### src/rtl/attr_resolver_pkg.sv
// Package: shared types for the access attribute resolver.
// Assumes a 32-bit write word and an 8-bit compared address tag.
package attr_resolver_pkg;

    localparam int AR_TAG_W  = 8;   // compared upper address bits
    localparam int AR_WORD_W = 32;  // configuration write word width

    // Field positions inside a configuration write word
    localparam int AR_BASE_HI = AR_WORD_W - 1;
    localparam int AR_MASK_HI = AR_BASE_HI - AR_TAG_W;
    localparam int AR_EN_BIT  = 15;

    // Effective attribute set; the bit order matches write bits [2:0]
    typedef struct packed {
        logic wprot;
        logic imprecise;
        logic cacheable;
    } acc_attr_t;

    // One programmable address region
    typedef struct packed {
        logic                en;
        logic [AR_TAG_W-1:0] base;
        logic [AR_TAG_W-1:0] mask;
        acc_attr_t           attr;
    } region_cfg_t;

endpackage

### src/rtl/region_reg.sv
// Module: region_reg
// Holds the configuration of one address region. It loads the decoded
// write fields when the write port selects this region's index.
// Assumes a synchronous active-low reset; after reset the region is
// disabled.
module region_reg
    import attr_resolver_pkg::*;
#(
    parameter int IDX   = 0,
    parameter int SEL_W = 2
) (
    input  logic             clk,
    input  logic             rst_n,
    input  logic             wr_en,
    input  logic [SEL_W-1:0] wr_sel,
    input  region_cfg_t      wr_cfg,
    output region_cfg_t      cfg_q
);

    logic sel_hit;

    // Decode whether this write targets this region
    always_comb begin
        sel_hit = wr_en && (wr_sel == SEL_W'(IDX));
    end

    // Configuration storage with reset to a disabled, cleared region
    always_ff @(posedge clk) begin
        if (!rst_n) begin
            cfg_q <= '0;
        end else if (sel_hit) begin
            cfg_q <= wr_cfg;
        end
    end

endmodule

### src/rtl/default_reg.sv
// Module: default_reg
// Holds the fallback attribute set. This set is used when no region
// hits. Assumes a synchronous active-low reset; the reset value is
// noncacheable, precise and not write-protected.
module default_reg
    import attr_resolver_pkg::*;
#(
    parameter int IDX   = 2,
    parameter int SEL_W = 2
) (
    input  logic             clk,
    input  logic             rst_n,
    input  logic             wr_en,
    input  logic [SEL_W-1:0] wr_sel,
    input  acc_attr_t        wr_attr,
    output acc_attr_t        attr_q
);

    // Default attribute storage, loaded when selected
    always_ff @(posedge clk) begin
        if (!rst_n) begin
            attr_q <= '0;
        end else if (wr_en && (wr_sel == SEL_W'(IDX))) begin
            attr_q <= wr_attr;
        end
    end

endmodule

### src/rtl/region_match.sv
// Module: region_match
// Masked compare of an address tag against one region. A mask bit of 1
// excludes that tag bit from the compare. A disabled region never hits.
// Purely combinational.
module region_match
    import attr_resolver_pkg::*;
(
    input  logic [AR_TAG_W-1:0] addr_tag,
    input  region_cfg_t         cfg,
    output logic                hit
);

    logic [AR_TAG_W-1:0] diff;

    // Compare the tag with the base on unmasked bits, qualified by enable
    always_comb begin
        diff = (addr_tag ^ cfg.base) & ~cfg.mask;
        hit  = cfg.en && (diff == '0);
    end

endmodule

### src/rtl/attr_select.sv
// Module: attr_select
// Priority selection among region hits. The lowest-numbered hitting
// region wins. If no region hits, the default set is chosen. The source
// code is the region index plus one, or zero for the default.
module attr_select
    import attr_resolver_pkg::*;
#(
    parameter int NUM_REGIONS = 2,
    parameter int SRC_W       = 2
) (
    input  logic        [NUM_REGIONS-1:0] hits,
    input  region_cfg_t [NUM_REGIONS-1:0] cfgs,
    input  acc_attr_t                     dflt,
    output acc_attr_t                     attr,
    output logic        [SRC_W-1:0]       src
);

    // Scan from the lowest priority up so the highest priority overrides
    always_comb begin
        attr = dflt;
        src  = '0;
        for (int i = NUM_REGIONS - 1; i >= 0; i--) begin
            if (hits[i]) begin
                attr = cfgs[i].attr;
                src  = SRC_W'(i + 1);
            end
        end
    end

endmodule

### src/rtl/attr_resolver.sv
// Module: attr_resolver (top)
// Resolves the cacheable, imprecise-write and write-protect attributes
// of a reference address. It uses prioritised programmable regions and
// a default set. The configuration is written through a one-cycle write
// port. Assumes a synchronous active-low reset. The resolution path is
// combinational from ref_addr.
module attr_resolver
    import attr_resolver_pkg::*;
#(
    parameter  int ADDR_W      = 32,
    parameter  int NUM_REGIONS = 2,
    localparam int SEL_W       = $clog2(NUM_REGIONS + 2),
    localparam int SRC_W       = $clog2(NUM_REGIONS + 1)
) (
    input  logic                 clk,
    input  logic                 rst_n,
    input  logic                 wr_en,
    input  logic [SEL_W-1:0]     wr_sel,
    input  logic [AR_WORD_W-1:0] wr_data,
    input  logic [ADDR_W-1:0]    ref_addr,
    output logic                 eff_cacheable,
    output logic                 eff_imprecise,
    output logic                 eff_wprot,
    output logic [SRC_W-1:0]     hit_src
);

    localparam int LOW_W = ADDR_W - AR_TAG_W;

    region_cfg_t                   wr_cfg;
    acc_attr_t                     wr_attr;
    logic        [AR_TAG_W-1:0]    addr_tag;
    logic                          addr_low_unused;
    logic                          wr_spare_unused;
    region_cfg_t [NUM_REGIONS-1:0] cfg_q;
    logic        [NUM_REGIONS-1:0] hits;
    acc_attr_t                     dflt_q;
    acc_attr_t                     eff_attr;

    // Split the write word into its configuration fields
    always_comb begin
        wr_attr         = acc_attr_t'(wr_data[2:0]);
        wr_cfg.base     = wr_data[AR_BASE_HI -: AR_TAG_W];
        wr_cfg.mask     = wr_data[AR_MASK_HI -: AR_TAG_W];
        wr_cfg.en       = wr_data[AR_EN_BIT];
        wr_cfg.attr     = wr_attr;
        wr_spare_unused = ^wr_data[AR_EN_BIT-1:3];
    end

    // Take the compared tag from the top of the address
    always_comb begin
        addr_tag        = ref_addr[ADDR_W-1 -: AR_TAG_W];
        addr_low_unused = ^ref_addr[LOW_W-1:0];
    end

    for (genvar g = 0; g < NUM_REGIONS; g++) begin : g_region
        region_reg #(
            .IDX   (g),
            .SEL_W (SEL_W)
        ) i_reg (
            .clk    (clk),
            .rst_n  (rst_n),
            .wr_en  (wr_en),
            .wr_sel (wr_sel),
            .wr_cfg (wr_cfg),
            .cfg_q  (cfg_q[g])
        );

        region_match i_match (
            .addr_tag (addr_tag),
            .cfg      (cfg_q[g]),
            .hit      (hits[g])
        );
    end

    default_reg #(
        .IDX   (NUM_REGIONS),
        .SEL_W (SEL_W)
    ) i_dflt (
        .clk     (clk),
        .rst_n   (rst_n),
        .wr_en   (wr_en),
        .wr_sel  (wr_sel),
        .wr_attr (wr_attr),
        .attr_q  (dflt_q)
    );

    attr_select #(
        .NUM_REGIONS (NUM_REGIONS),
        .SRC_W       (SRC_W)
    ) i_sel (
        .hits (hits),
        .cfgs (cfg_q),
        .dflt (dflt_q),
        .attr (eff_attr),
        .src  (hit_src)
    );

    // Drive the flat attribute outputs
    always_comb begin
        eff_cacheable = eff_attr.cacheable;
        eff_imprecise = eff_attr.imprecise;
        eff_wprot     = eff_attr.wprot;
    end

endmodule

### config.mk
export PLATFORM = sky130hd
export DESIGN_NAME = attr_resolver
export DESIGN_NICKNAME = d
export VERILOG_FILES = /design/src/rtl/attr_resolver_pkg.sv /design/src/rtl/region_reg.sv /design/src/rtl/default_reg.sv /design/src/rtl/region_match.sv /design/src/rtl/attr_select.sv /design/src/rtl/attr_resolver.sv
export SDC_FILE = /design/constraint.sdc
export NUM_CORES = 1
export LEC_CHECK = 0
export ABC_AREA = 0
export BUFFER_PORTS_ARGS = -buffer_cell sky130_fd_sc_hd__buf_2
export CAP_MARGIN = 25
export CORE_UTILIZATION = 49
export CTS_CLUSTER_SIZE = 25
export DETAILED_ROUTE_END_ITERATION = 16
export PLACE_DENSITY = 0.87
export SYNTH_ARGS = -nofsm -noshare
export SYNTH_HDL_FRONTEND = slang
export SYNTH_HIERARCHICAL = 1
export SYNTH_SLANG_ARGS = --single-unit
export TNS_END_PERCENT = 30
### constraint.sdc
create_clock -name clk -period 1.62 [get_ports clk]
set_input_delay 0.081 -clock clk [delete_from_list [all_inputs] [get_ports clk]]
set_output_delay 0.081 -clock clk [all_outputs]
set_load 0.03 [all_outputs]
== Word level (Yosys, flattened, before mapping) ==
Cells that the tools add are included.
W data, S select, Z words.

* Flip-flop bits (word level): 43
* Bits in latches: 0
* Bits in writable memories: 0
* Bits in read-only memories: 0
* Input port bits: 69
* Output and inout bits: 5
* Word-level logic and storage cells: 35
* Memories: 0

* $add $sub $neg: 0
* Multipliers: 0
* Div/mod/pow operators: 0
* $lt $le $gt $ge: 0
* Equality and inequality tests: 2
* Shift-type cells: 0
* Multiplexer cells: 4
* Bitwise operators: 6
* Reductions and logical operators: 8

{| class="wikitable"
|+ Operators with widths
! operator !! number
|-
| $and A8 B8 Y8 || 2
|-
| $logic_not A8 Y1 || 2
|-
| $not A8 Y8 || 2
|-
| $xor A8 B8 Y8 || 2
|-
| $mux W3 || 2
|-
| $logic_and A1 B1 Y1 || 5
|-
| $mux W2 || 2
|-
| $eq A2 B1 Y1 const B || 1
|-
| $eq A2 B2 Y1 const B || 1
|-
| $logic_not A2 Y1 || 1
|}

== Logic depth before layout (Yosys ltp) ==
Gate-level depths: netlist of run 1.

* Depth in word-level cells: 6
* Gate-level depth with buffers: 6
* Mapped depth without buffers: 6

== Modules after synthesis ==
The synthesis of run 1 kept the hierarchy.

{| class="wikitable"
|+ Modules (own cells, without submodules)
! module !! instances !! cells each !! area each (um^2)
|-
| region_reg (g_region[0].i_reg) || 1 || 87 || 812.0
|-
| region_reg (g_region[1].i_reg) || 1 || 88 || 802.0
|-
| region_match || 2 || 15 || 113.9
|-
| default_reg || 1 || 14 || 126.4
|-
| attr_select || 1 || 11 || 70.1
|}

== Worst setup path before layout of run 1 ==
Ideal clock, no wire load.

* Path type: flip-flop to output port
* From: register g_region[1].i_reg/cfg_q[12] (netlist name)
* To: output port eff_cacheable
* Data arrival time: 1727 ps
* Setup slack: -188 ps
* Stages on the path, launching flop included: 7
* Path buffers: 0
* Cell sequence: dfxtp_1 xnor2_1 o22ai_1 or3_1 nor3_2 mux2i_1 o21ai_1

* Word-level cells in the longest chain between the ends: 6

{| class="wikitable"
|+ RTL lines
! item !! RTL line !! RTL
|-
| $xor A8 B8 Y8 || region_match.sv:17 || <nowiki>diff = (addr_tag ^ cfg.base) & ~cfg.mask;</nowiki>
|-
| $and A8 B8 Y8 || region_match.sv:17 ||
|-
| $logic_not A8 Y1 || region_match.sv:18 || <nowiki>hit = cfg.en && (diff == '0);</nowiki>
|-
| $logic_and A1 B1 Y1 || region_match.sv:18 ||
|-
| via hits[1] || attr_resolver.sv:35 || <nowiki>logic [NUM_REGIONS-1:0] hits;</nowiki>
|-
| $mux W3 (2 in a row) || attr_select.sv:23 || <nowiki>if (hits[i]) begin</nowiki>
|-
| to (decl) || attr_resolver.sv:21 || <nowiki>output logic eff_cacheable,</nowiki>
|}

The timed path passes the listed nets, and every way through them passes these cells.

== Final worst setup path of run 1 ==
* From: register g_region[1].i_reg/cfg_q[13] (netlist name)
* To: output port eff_cacheable

* Word-level cells in the longest chain between the ends: 6

{| class="wikitable"
|+ RTL lines
! item !! RTL line
|-
| $xor A8 B8 Y8 || region_match.sv:17
|-
| $and A8 B8 Y8 || region_match.sv:17
|-
| $logic_not A8 Y1 || region_match.sv:18
|-
| $logic_and A1 B1 Y1 || region_match.sv:18
|-
| via hits[1] || attr_resolver.sv:35
|-
| $mux W3 (2 in a row) || attr_select.sv:23
|}

The timed path passes the listed nets, and every way through them passes these cells.

==> results.json, run 1 <==
{
  "min_period_ns": 2.034,
  "cellPowerDensity_mw_per_mm2": 844.0,
  "syn_area_sq_mm": 0.002038,
  "tightest_slew_ns": 0.3665,
  "seq_area_frac_synth_pct": 42.23,
  "synth-seq-cells": 43,
  "cp_data_required_time_ns": 1.54,
  "synth_xor_area_share_pct": 6.875,
  "crit_path_top_delay_cell": "or3_1",
  "hold_violations": 0,
  "timing.slew.headroom_pct": 75.56,
  "worst_slack_ns": -0.4141,
  "synth_area_leader_cell": "dfxtp_1",
  "p_leak_nw": 0.9301,
  "max-clock-path-buffers": 2,
  "drt-total-wl_mm": 4.030,
  "syn_area_per_cell_sq_um": 8.862,
  "fillers": 327,
  "drive_above_1_share_pct": 24.15,
  "synth_mux_area_share_pct": 22.59,
  "status": "finished with violations",
  "hold_end": "g_region[1].i_reg/cfg_q[17]",
  "drv_slew": 0,
  "drt_iter0_drc": 95,
  "r2r-start": "g_region[0].i_reg/cfg_q[10]",
  "area_growth_pct": 17.68,
  "mostFrequentLayoutCells": "nand2_1 (89), mux2i_1 (46), dfxtp_1 (37)",
  "slowest_delay_ns": 0.39,
  "syn_inst": 230,
  "synth_top_family_by_area": "multiplexers",
  "ant_nets": 0,
  "cts_tree": "done",
  "io_pins": 74,
  "regArea_sq_um": 868.3,
  "wl_per_cell_microns": 12.79,
  "yosys_warnings": 6,
  "reg2reg_depth": 2,
  "grt_pass1_vias": 1477,
  "grt_setup_unrepaired": "yes",
  "io_buffers": 37,
  "htreeDepth": 2,
  "grt_usage_pct": 20.07,
  "ir_worst_vdd_uv": 515.6,
  "crit_family": "simple AND/OR/NAND/NOR gates",
  "skew_ns": 0,
  "hold_slack_ns": 0.03333,
  "numCtsBuffers": 5,
  "path_max_fanout": 4,
  "syn_nets": 299,
  "insertion_delay_ns": 0.29,
  "worst-path-buf-inv": 2,
  "worstHoldStart": "wr_data[30]",
  "reg2reg_slack_ns": 0.98,
  "grt_max_degree": 87,
  "min_path_cells": 3,
  "fmax_mhz": 491.6,
  "die_w_microns": 66.50,
  "multiInputGateArea_sq_mm": 0.001116,
  "hold_class": "in -> reg",
  "arrival_ns": 1.95,
  "hpwl_mm": 2.823,
  "setup-violations-final": 5,
  "hold_buffers": 0,
  "grt_pass1_wl_mm": 6.520,
  "place_ws_ns": -0.1832,
  "yosys.area.top_type_share_pct": 42.23,
  "die_area_sq_mm": 0.004422,
  "viasPerCell": 5.092,
  "startpoint": "g_region[1].i_reg/cfg_q[13]",
  "die_h_microns": 66.50,
  "synth_compound_area_share_pct": 3.069,
  "fin_crit_sh_pct": 125.6,
  "overflow": 0,
  "violations": "negative setup slack",
  "drc_errors": 0,
  "critical_path.endpoint_type": "output pin",
  "yosys.area_share.simple_pct": 20.44,
  "gp_congestion": 0.7340,
  "crit_type": "reg -> out",
  "cts-root-buf": "clkbuf_8",
  "antenna_found_initial": 0,
  "synthAdderAreaFrac_pct": 0,
  "drtPass1Iterations": 4,
  "ys_types": 17,
  "synth.area.top_cells": "dfxtp_1 (42%), mux2i_1 (23%), nand2_1 (16%), xnor2_1 (6.9%), buf_6 (2.2%)",
  "core_sq_mm": 0.004000,
  "diodes": 0,
  "path_cells": "xnor2_1 -> o21ai_0 -> or3_1 -> nor3_2 -> buf_4 -> mux2i_1 -> o21ai_2 -> buf_6",
  "post_cts_buffers": 0,
  "regToRegEndpoint": "g_region[0].i_reg/cfg_q[10]",
  "layout_commonest_cell": "nand2_1",
  "nNetsFinal": 333,
  "start_util_pct": 50.95,
  "cts_sinks": 43,
  "num_rows": 23,
  "startpoint_type": "flip-flop",
  "max_cap_viol_count": 0,
  "path_clk_slew_ns": 0.08,
  "vias": 1604
}
final cells by class:
cell class,instances,share of cell area (%)
sequential,43,36.20
clock buffer,7,3.182
multi-input combinational,172,46.53
clock inverter,1,0.2087
tap,50,2.608
timing repair buffer,42,11.27
power by group:
group          internal, mW  switching (mW)
clock network         0.303           0.349
logic                 0.121           0.135
registers              1.09          0.0222
total                  1.52           0.506
repair_timing:
item | in CTS | in global routing
endpoints found under the setup margin | 5 | 5
resized for setup | 15 | 5
pin swaps | 4 | 1
worst max path at each step:
stage	to	slack [ns]	depth (start not counted)
2_1_floorplan	eff_cacheable	-0.05	6
3_3_place_gp	eff_cacheable	-0.12	8
3_5_place_dp	eff_imprecise	-0.18	8
4_1_cts	eff_imprecise	-0.40	8
5_1_grt	eff_cacheable	-0.51	8
6_report	eff_cacheable	-0.41	8
synthesized netlist by cell type (all sizes together):
master  count
nand2      89
and3b       2
dfxtp      43
mux2i      46
nor2        2
nor3b       1
or3         2
buf        11
xnor2      16
o21ai       5
clkbuf      4
nor3        2
o22ai       6
nor2b       1
worst register-to-register path: cells and delay by family, from the launching register on:
family        cells  cell delay (ns)
flops             1             0.33
simple gates      1             0.07
mux               1             0.16
through the flow:
| step | instances | utilization (%) | area (sq um) | power, mW | setup TNS [ns] |
|---|---|---|---|---|---|
| 2_1_floorplan | 230 | - | 2052 | 1.301 | -0.1527 |
| 3_3_place_gp | 307 | 56.30 | 2252 | 1.380 | -0.3577 |
| 3_5_place_dp | 307 | 56.30 | 2252 | 1.387 | -0.5979 |
| 4_1_cts | 315 | 59.49 | 2380 | 2.037 | -1.651 |
| 5_1_grt | 315 | 59.96 | 2399 | 2.113 | -2.191 |
| 6_report | 315 | 59.96 | 2399 | 2.024 | -1.713 |
registers in the layout, summed over array words and instances, names as in the netlist:
| register | cells |
|---|---|
| g_region.i_reg/cfg_q | 40 |
| i_dflt/attr_q | 3 |
per-layer routing:
metal | vias up | routed length [microns] | global-route usage [%] | part of all wire [%]
met5 | - | 0 | 0 | 0
met4 | 0 | 58 | 6.117 | 1.4
met3 | 8 | 170 | 6.678 | 4.2
met2 | 30 | 2064 | 35.20 | 51
met1 | 749 | 1737 | 22.86 | 43
li1 | 817 | - | - | -
cell families (layout without fill, tap and decap cells):
kind of cell / after synthesis / after routing
AND/OR/NAND/NOR: 99 / 99
AO/OA/AOI/OAI: 11 / 11
multiplexers: 46 / 46
XOR/XNOR: 16 / 16
flip-flops: 43 / 43
buffers and inverters: 15 / 50
(Power assumes the default switching activity.)
==> inputs of run 2 (changes only) <==
--- a/config.mk
+++ b/config.mk
@@ -11,7 +11,9 @@
 export CORE_UTILIZATION = 49
 export CTS_CLUSTER_SIZE = 25
 export DETAILED_ROUTE_END_ITERATION = 16
+export MAX_ROUTING_LAYER = met4
 export PLACE_DENSITY = 0.87
+export SETUP_SLACK_MARGIN = 0.15
 export SYNTH_ARGS = -nofsm -noshare
 export SYNTH_HDL_FRONTEND = slang
 export SYNTH_HIERARCHICAL = 1
==> results.json, run 2 (synthesized netlist as in run 1, its figures left out) <==
{
  "hold_slack_ns": 0.04026,
  "worstHoldStart": "wr_data[28]",
  "p_int_mw": 1.609,
  "fin_crit_sh_pct": 129.7,
  "dp.cells": 308,
  "cts_sinks": 43,
  "start_util_pct": 50.95,
  "drv_slew": 0,
  "hold_violations": 0,
  "drive_above_1_share_pct": 26.32,
  "die_w_microns": 66.50,
  "fin_cells": 316,
  "p_total_mw": 2.120,
  "cts-root-buf": "clkbuf_8",
  "min_path_cells": 3,
  "grt_setup_unrepaired": "yes",
  "htreeDepth": 2,
  "p_leak_nw": 0.9712,
  "layout_commonest_cell": "nand2_1",
  "startpoint_type": "flip-flop",
  "io_buffers": 37,
  "tightest_slew_ns": 0.3619,
  "hold_end": "g_region[1].i_reg/cfg_q[15]",
  "critical_path.endpoint_type": "output pin",
  "clockPowerShare_pct": 34.6,
  "violations": "negative setup slack",
  "largest_register_ffs": 40,
  "path_cells": "xnor2_2 -> o22ai_2 -> or3_4 -> nor3_4 -> mux2i_1 -> o21ai_2 -> buf_6",
  "pwr-share-comb_pct": 12.6,
  "regMostFlops": "g_region.i_reg/cfg_q",
  "path_clk_slew_ns": 0.07,
  "crit_path_top_delay_cell": "or3_4",
  "grt_pass1_vias": 1578,
  "diodes": 0,
  "drtPass1Iterations": 4,
  "grt_max_degree": 87,
  "ir_worst_vdd_uv": 497.4,
  "viasPerCell": 4.959,
  "switching_power_uw": 511.3,
  "gp_congestion": 0.7210,
  "drt-total-wl_mm": 4.104,
  "drt_iter0_drc": 61,
  "max_cap_viol_count": 0,
  "fmax_mhz": 476.0,
  "arrival_ns": 2.02,
  "die_area_sq_mm": 0.004422,
  "grt_pass1_wl_mm": 6.734,
  "max-clock-path-buffers": 2,
  "hpwl_mm": 2.803,
  "post_cts_buffers": 0,
  "mostFrequentLayoutCells": "nand2_1 (89), mux2i_1 (46), dfxtp_1 (38)",
  "nNetsFinal": 334,
  "r2r-start": "g_region[1].i_reg/cfg_q[8]",
  "grt_usage_pct": 21.05,
  "timing.slew.headroom_pct": 75.88,
  "die_h_microns": 66.50,
  "crit_type": "reg -> out",
  "setup-violations-final": 5,
  "wl_per_cell_microns": 12.99,
  "area_growth_pct": 20.75,
  "worst_slack_ns": -0.4807,
  "seqPwrFrac_pct": 52.7,
  "hold_buffers": 0,
  "cp_data_required_time_ns": 1.54,
  "cellPowerDensity_mw_per_mm2": 861.3,
  "num_rows": 23,
  "io_pins": 74,
  "slowest_delay_ns": 0.39,
  "skew_ns": 0,
  "insertion_delay_ns": 0.29,
  "numCtsBuffers": 5,
  "vias": 1567,
  "antenna_found_initial": 0,
  "drc_errors": 0,
  "p_sw_share_pct": 24.12,
  "reg2reg_slack_ns": 0.98,
  "hold_class": "in -> reg",
  "path_max_fanout": 4,
  "cts_tree": "done",
  "min_period_ns": 2.101,
  "status": "finished with violations",
  "reg2reg_depth": 2,
  "ant_nets": 0,
  "overflow": 0,
  "core_sq_mm": 0.004000,
  "regToRegEndpoint": "g_region[1].i_reg/cfg_q[8]",
  "largestRegisters": "g_region.i_reg/cfg_q: 40 flops, i_dflt/attr_q: 3 flops"
}
run 2: how the worst max path moves through the flow:
stage                                           start       endpoint  slack, ns
after detailed placement  g_region[1].i_reg/cfg_q[16]  eff_cacheable      -0.24
after CTS                 g_region[1].i_reg/cfg_q[16]  eff_cacheable      -0.54
after global placement    g_region[1].i_reg/cfg_q[13]  eff_cacheable      -0.17
after floorplan           g_region[1].i_reg/cfg_q[12]  eff_cacheable      -0.03
after global routing      g_region[1].i_reg/cfg_q[16]      eff_wprot      -0.59
final                     g_region[1].i_reg/cfg_q[12]      eff_wprot      -0.48
run 2: per-stage QoR:
stage                     area [sq um]  setup slack, ns  utilization (%)  setup TNS, ns
after global routing              2461          -0.5901            61.53         -2.567
after detailed placement          2272          -0.2411            56.80        -0.9045
final                             2461          -0.4807            61.53         -2.127
after CTS                         2437          -0.5423            60.93         -2.307
after global placement            2272          -0.1660            56.80        -0.5740
after floorplan                   2064         -0.03352                -       -0.04910
run 2: power groups by stage:
stage | Clock (mW) | Sequential [mW] | Combinational (mW)
2_1_floorplan | 0 | 1.13 | 0.171
3_3_place_gp | 0 | 1.14 | 0.246
3_5_place_dp | 0 | 1.14 | 0.252
4_1_cts | 0.752 | 1.12 | 0.263
5_1_grt | 0.789 | 1.12 | 0.294
6_report | 0.734 | 1.12 | 0.268
run 2: routing by layer:
metal,track usage [%],routed length [microns]
met2,37.37,2152
met4,8.511,74
met3,4.110,107
met1,22.95,1770
met5,-,0
run 2: worst max-delay path, delay by kind of cell (launching register included):
kind            cells  cell delay [ns]
compound gates      2             0.17
xor+xnor            1             0.18
buf+inv             1             0.13
flops               1             0.34
mux                 1             0.26
simple gates        2             0.65
run 2: cell type report:
type | count | area, sq um
tap | 50 | 62.56
multi-input combinational | 172 | 1160
sequential | 43 | 867.1
fill | 342 | 1539
clock buffer | 8 | 100.1
timing repair buffer | 43 | 271.5
run 2: timing repair:
action                                 4_1_cts  5_1_grt
gates resized for setup                     17        6
pin swaps                                    8        6
setup endpoints to repair                    5        5
endpoints found under the hold margin        0        0
